--- src/rtl/gpio_lvl_pkg.sv ---
package gpio_lvl_pkg;
  localparam int WORDS_DEFINED = 8;

  typedef enum logic [2:0] {
    W_DOUT = 3'd0,
    W_DOE  = 3'd1,
    W_DIN  = 3'd2,
    W_STAT = 3'd3,
    W_TYP0 = 3'd4,
    W_IEN  = 3'd5,
    W_TYP1 = 3'd6,
    W_MUX  = 3'd7
  } gpio_word_e;
endpackage

--- src/rtl/gpio_lvl_rstsync.sv ---
module gpio_lvl_rstsync (
  input  logic clk,
  input  logic rst_n,
  output logic rst_n_sync
);
  logic [1:0] stage_q;

  always_ff @(posedge clk or negedge rst_n) begin
    if (!rst_n) stage_q <= 2'b00;
    else        stage_q <= {stage_q[0], 1'b1};
  end

  assign rst_n_sync = stage_q[1];
endmodule

--- src/rtl/gpio_lvl_sync2.sv ---
module gpio_lvl_sync2 #(
  parameter int WIDTH = 12
) (
  input  logic             clk,
  input  logic             rst_n,
  input  logic [WIDTH-1:0] async_in,
  output logic [WIDTH-1:0] sync_out
);
  for (genvar i = 0; i < WIDTH; i++) begin : g_bit
    logic meta_q, hold_q;
    always_ff @(posedge clk or negedge rst_n) begin
      if (!rst_n) begin
        meta_q <= 1'b0;
        hold_q <= 1'b0;
      end else begin
        meta_q <= async_in[i];
        hold_q <= meta_q;
      end
    end
    assign sync_out[i] = hold_q;
  end
endmodule

--- src/rtl/gpio_lvl_irqcore.sv ---
module gpio_lvl_irqcore #(
  parameter int NLINES = 12
) (
  input  logic              clk,
  input  logic              rst_n,
  input  logic [NLINES-1:0] lvl,
  input  logic [NLINES-1:0] pol,
  input  logic              clr_we,
  input  logic [NLINES-1:0] clr_mask,
  input  logic [NLINES-1:0] ien,
  output logic [NLINES-1:0] status,
  output logic              irq
);
  logic [NLINES-1:0] active;
  logic [NLINES-1:0] stat_d, stat_q;

  always_comb begin
    active = lvl ^ pol;
    stat_d = stat_q;
    if (clr_we) stat_d = stat_d & ~clr_mask;
    stat_d = stat_d | active;
  end

  always_ff @(posedge clk or negedge rst_n) begin
    if (!rst_n) stat_q <= '0;
    else        stat_q <= stat_d;
  end

  assign status = stat_q;
  assign irq    = |(stat_q & ien);
endmodule

--- src/rtl/gpio_lvl_top.sv ---
module gpio_lvl_top
  import gpio_lvl_pkg::*;
#(
  parameter int NLINES         = 12,
  parameter int DW             = 32,
  parameter int AW             = 6,
  parameter int TSTRIDE        = 4,
  parameter int LINES_PER_TYPE = 8
) (
  input  logic              clk,
  input  logic              rst_n,
  input  logic              bus_wr,
  input  logic              bus_rd,
  input  logic [AW-1:0]     bus_addr,
  input  logic [DW-1:0]     bus_wdata,
  output logic [DW-1:0]     bus_rdata,
  input  logic [NLINES-1:0] pad_in,
  output logic [NLINES-1:0] pad_out,
  output logic [NLINES-1:0] pad_oe,
  output logic [DW-1:0]     mux_ctl,
  output logic              irq
);
  localparam int WIDX_W = AW - 2;

  logic              rst_n_q;
  logic [WIDX_W-1:0] widx;
  logic              in_map;
  logic [WORDS_DEFINED-1:0] wsel;
  logic              unused_addr_lo;

  logic [NLINES-1:0] dout_q, dout_d;
  logic [NLINES-1:0] doe_q, doe_d;
  logic [NLINES-1:0] pol_q, pol_d;
  logic [NLINES-1:0] ien_q, ien_d;
  logic [DW-1:0]     mux_q, mux_d;
  logic              pol_en;
  logic [NLINES-1:0] sync_lvl;
  logic [NLINES-1:0] stat_q;
  logic [1:0][DW-1:0] typ_rd;
  logic [DW-1:0]     rd_mux;

  gpio_lvl_rstsync u_rst (
    .clk        (clk),
    .rst_n      (rst_n),
    .rst_n_sync (rst_n_q)
  );

  gpio_lvl_sync2 #(.WIDTH(NLINES)) u_sync (
    .clk      (clk),
    .rst_n    (rst_n_q),
    .async_in (pad_in),
    .sync_out (sync_lvl)
  );

  assign widx           = bus_addr[AW-1:2];
  assign in_map         = (widx >> 3) == '0;
  assign unused_addr_lo = ^bus_addr[1:0];

  always_comb begin
    wsel = '0;
    if (bus_wr && in_map) wsel[widx[2:0]] = 1'b1;
  end

  always_comb begin
    dout_d = bus_wdata[NLINES-1:0];
    doe_d  = bus_wdata[NLINES-1:0];
    ien_d  = bus_wdata[NLINES-1:0];
    mux_d  = bus_wdata;
    pol_en = wsel[W_TYP0] | wsel[W_TYP1];
    pol_d  = pol_q;
    for (int i = 0; i < NLINES; i++) begin
      if ((i / LINES_PER_TYPE) == 0) begin
        if (wsel[W_TYP0]) pol_d[i] = bus_wdata[TSTRIDE*(i % LINES_PER_TYPE)];
      end else begin
        if (wsel[W_TYP1]) pol_d[i] = bus_wdata[TSTRIDE*(i % LINES_PER_TYPE)];
      end
    end
  end

  always_ff @(posedge clk or negedge rst_n_q) begin
    if (!rst_n_q) begin
      dout_q <= '0;
      doe_q  <= '0;
      pol_q  <= '0;
      ien_q  <= '0;
      mux_q  <= '0;
    end else begin
      if (wsel[W_DOUT]) dout_q <= dout_d;
      if (wsel[W_DOE])  doe_q  <= doe_d;
      if (pol_en)       pol_q  <= pol_d;
      if (wsel[W_IEN])  ien_q  <= ien_d;
      if (wsel[W_MUX])  mux_q  <= mux_d;
    end
  end

  gpio_lvl_irqcore #(.NLINES(NLINES)) u_irq (
    .clk      (clk),
    .rst_n    (rst_n_q),
    .lvl      (sync_lvl),
    .pol      (pol_q),
    .clr_we   (wsel[W_STAT]),
    .clr_mask (bus_wdata[NLINES-1:0]),
    .ien      (ien_q),
    .status   (stat_q),
    .irq      (irq)
  );

  always_comb begin
    typ_rd = '0;
    for (int i = 0; i < NLINES; i++) begin
      typ_rd[i / LINES_PER_TYPE][TSTRIDE*(i % LINES_PER_TYPE)] = pol_q[i];
    end
  end

  always_comb begin
    rd_mux = '0;
    if (bus_rd && in_map) begin
      case (gpio_word_e'(widx[2:0]))
        W_DOUT:  rd_mux = DW'(dout_q);
        W_DOE:   rd_mux = DW'(doe_q);
        W_DIN:   rd_mux = DW'(sync_lvl);
        W_STAT:  rd_mux = DW'(stat_q);
        W_TYP0:  rd_mux = typ_rd[0];
        W_IEN:   rd_mux = DW'(ien_q);
        W_TYP1:  rd_mux = typ_rd[1];
        W_MUX:   rd_mux = mux_q;
        default: rd_mux = '0;
      endcase
    end
  end

  assign bus_rdata = rd_mux;
  assign pad_out   = dout_q;
  assign pad_oe    = doe_q;
  assign mux_ctl   = mux_q;
endmodule

--- config.mk ---
export PLATFORM = sky130hd
export DESIGN_NAME = gpio_lvl_top
export DESIGN_NICKNAME = d
export VERILOG_FILES = /design/src/rtl/gpio_lvl_pkg.sv /design/src/rtl/gpio_lvl_rstsync.sv /design/src/rtl/gpio_lvl_sync2.sv /design/src/rtl/gpio_lvl_irqcore.sv /design/src/rtl/gpio_lvl_top.sv
export SDC_FILE = /design/constraint.sdc
export NUM_CORES = 1
export LEC_CHECK = 0
export BUFFER_PORTS_ARGS = -buffer_cell sky130_fd_sc_hd__buf_2
export CORE_MARGIN = 2
export CORE_UTILIZATION = 52
export DETAILED_ROUTE_END_ITERATION = 16
export PLACE_DENSITY_LB_ADDON = 0.15
export RECOVER_POWER = 25
export SYNTH_ARGS = -nofsm -noshare
export SYNTH_HDL_FRONTEND = slang
export SYNTH_SLANG_ARGS = --single-unit
export TNS_END_PERCENT = 30
--- constraint.sdc ---
create_clock -name clk -period 4.75 [get_ports clk]
set_input_delay 0.2375 -clock clk [delete_from_list [all_inputs] [get_ports clk]]
set_output_delay 0.2375 -clock clk [all_outputs]
set_load 0.05 [all_outputs]
==> results.tsv <==
metric	value	unit
status	finished with violations	
violations	max-capacitance violations, max-slew violations	
root_buffer	clkbuf_8	
use_met2	41.1	%
synth-edff-count	0	
port_buffers	140	
seq_power_share	36.9	%
setup_viol	0	
powerDensity	518	nW/um^2
vias	3984	
grt_start_max_net_pins	82	
postSynth.asyncResetShare	100	%
die_w	104	um
period_share	72.0	%
via_per_inst	5.38	
start_util	53.4	%
synth.distinct_cells	35	
hp-class	in -> reg	
combPwrFrac	25.3	%
clock_skew	0.00731	ns
grtUsageTotal	25.5	%
wirelength	13100	um
synth_most_common_cell	dfrtp_1	
worst_ep_required_time	4.51	ns
synth_ff_type	dfrtp_1	
synth.cell_area	5220	sq um
io_pins	143	
yosys_register_bits	118	
yosysSeqAreaShare	56.5	%
path_class	in -> out	
cts-htree-levels	4	
gr-total-overflow	0	
remaining_drc_errors	0	
yosysWarnings	0	
core	9770	sq um
pwr-share-clk	37.9	%
ys_top_cells_by_count	118 x dfrtp_1, 83 x mux2_2, 25 x a21oi_1	
hold_viol	0	
layout.nets	649	
grt_pass1_vias	4145	
leakage	3.27	nW
arrival	3.18	ns
worst_pin_slew	1.70	ns
antenna_cells	0	
syn_to_final_growth	33.6	%
synth.avg_cell_area	12.4	sq um
slowest_stage	clkbuf_1	
cts_buffer_depth	2	
max_stage_delay	1.20	ns
drv_slew	38	
synth_top_area_cell	dfrtp_1	
routabilityCongestion	0.774	
grt_util_met1	34.1	%
switching_share	33.3	%
syn_nets	475	
placedCellCount	673	
firstDrtPassIters	4	
register_area	2960	sq um
end_kind	output pin	
vdd_drop_max	283	uV
cts_tree	yes	
critPathTopFamily	simple AND/OR/NAND/NOR gates	
internal-power	2.41	mW
drv_cap	1	
max_freq	292	MHz
relSlewSlack	-13.6	%
die_h	104	um
layout.cells.non_filler	740	
path_clk_slew	0.06	ns
cts_buffers	17	
critPathLaunchType	primary input	
post-dp-hpwl	8210	um
ant_nets	0	
clkSinkCount	118	
synth.area.top_cells	dfrtp_1 57%, mux2_2 18%, a21oi_1 2.4%	
synthCells	421	
drive_above_1_share	42.5	%
synth_top_area_share	56.5	%
final_util	71.4	%
met3_usage	6.58	%
wire_per_inst	17.8	um
finalCriticalPeriod	3.42	ns
setup_tns	0	ns
worstSkewPairLatency	0.52	ns
postCtsSetupBuffers	0	
busiest_layer	met2	
rows	36	
rsz0062_at_grt	false	
drt_iter0_drc	220	
crit_chain	clkbuf_1, nand2_1, nor2_1, and2_1, buf_2	
crit_fanout	37	
grt_pass1_wl	21600	um
nFillCells	722	
p_sw	1.20	mW
multi_input_area	2090	sq um
fp.dieArea	10900	sq um
crit_buf_inv	2	
antenna_found_initial	0	
total_power	3.62	mW
-- path summary, 6_finish.rpt --
kind,to,slack (ns),cells after the start,startpoint
min in group asynchronous,u_rst.stage_q[1],0.04,2,rst_n
worst max-delay path,bus_rdata[21],1.33,5,bus_addr[3]
worst min-delay path,pad_out[3],0.01,2,bus_wdata[3]
max in group asynchronous,pol_q[5],3.19,1,u_rst.stage_q[1]
worst max register to register,pol_q[5],3.19,1,u_rst.stage_q[1]
worst min register to register,u_sync.g_bit[11].hold_q,0.35,0,u_sync.g_bit[11].meta_q
-- cell usage in the layout (no fill, tap or decap), types with 2 or more instances in the layout --
| cell | synthesis | routed |
|---|---|---|
| mux2_2 | 83 | 83 |
| inv_1 | 12 | 12 |
| dfrtp_1 | 118 | 117 |
| xor2_1 | 12 | 12 |
| a32oi_1 | 4 | 4 |
| clkinv_2 | 0 | 5 |
| a211oi_1 | 10 | 10 |
| and2_1 | 15 | 15 |
| buf_4 | 6 | 3 |
| nand2_1 | 23 | 23 |
| a21oi_1 | 25 | 25 |
| o21ai_0 | 12 | 12 |
| clkbuf_16 | 0 | 16 |
| a311oi_1 | 3 | 3 |
| a221oi_1 | 6 | 6 |
| nand2b_1 | 5 | 6 |
| nand3_1 | 6 | 6 |
| mux2i_1 | 8 | 8 |
| o21bai_1 | 4 | 4 |
| buf_2 | 11 | 138 |
| a31oi_1 | 3 | 3 |
| bufinv_16 | 0 | 5 |
| clkbuf_1 | 6 | 3 |
| dlygate4sd3_1 | 0 | 36 |
| a22o_1 | 3 | 3 |
| nor2b_1 | 6 | 6 |
| mux2_1 | 2 | 2 |
| clkbuf_8 | 0 | 4 |
| nor2_1 | 15 | 16 |
| a21o_1 | 12 | 12 |
-- state kept, by name, summed over array words and instances, names as in the netlist --
name	cells
u_rst.stage_q	2
u_sync.g_bit.meta_q	12
ien_q	12
u_irq.status	12
pad_oe	12
u_sync.g_bit.hold_q	12
pol_q	12
mux_ctl	32
pad_out	12
-- metal layers --
metal | part of all wire, % | routed length [um] | vias to the layer above
li1 | - | - | 1840
met1 | 44 | 5790 | 1983
met2 | 49 | 6440 | 146
met3 | 5.8 | 765 | 15
met4 | 1.2 | 160 | 0
met5 | 0 | 0 | -
-- repair_timing --
| action | in CTS | in global routing |
|---|---|---|
| hold buffers | 36 | 0 |
| gates resized for setup | 0 | 0 |
| hold endpoints to repair | 44 | 0 |
-- per-stage QoR --
stage | area (sq um) | hold WS [ns] | setup WS [ns]
2_1_floorplan | 5220 | -0.0581 | 1.22
3_3_place_gp | 5990 | 0.0223 | 2.21
3_5_place_dp | 5990 | 0.0238 | 2.16
4_1_cts | 6990 | 0.000438 | 2.21
5_1_grt | 6980 | 0.0147 | 0.986
6_report | 6980 | 0.0144 | 1.33
-- final cells by class --
type / instances / share of cell area, %
repair buffers: 179 / 15.5
well taps: 133 / 2.39
inverters: 12 / 0.646
multi-input cells: 267 / 30.0
clock inverters: 10 / 2.51
clock buffers: 21 / 6.58
flip-flops and latches: 118 / 42.4
-- cell families after synthesis --
family                 count (synthesis)  share of synthesized area (%)
flip-flops                           118                           56.5
multiplexers                          93                           19.9
AO/OA/AOI/OAI                         83                           10.5
AND/OR/NAND/NOR                       78                           7.76
buffers and inverters                 36                           3.28
XOR/XNOR                              12                           2.01
other                                  1                         0.0718
-- power groups by stage --
stage,combinational (mW),clock [mW],sequential [mW]
floorplan,0.288,0,1.71
global placement,0.877,0,1.33
detailed placement,0.890,0,1.34
CTS,0.917,1.38,1.33
global route,0.961,1.44,1.36
finish,0.914,1.37,1.33
No activity file was read; power rests on OpenSTA's default activity.
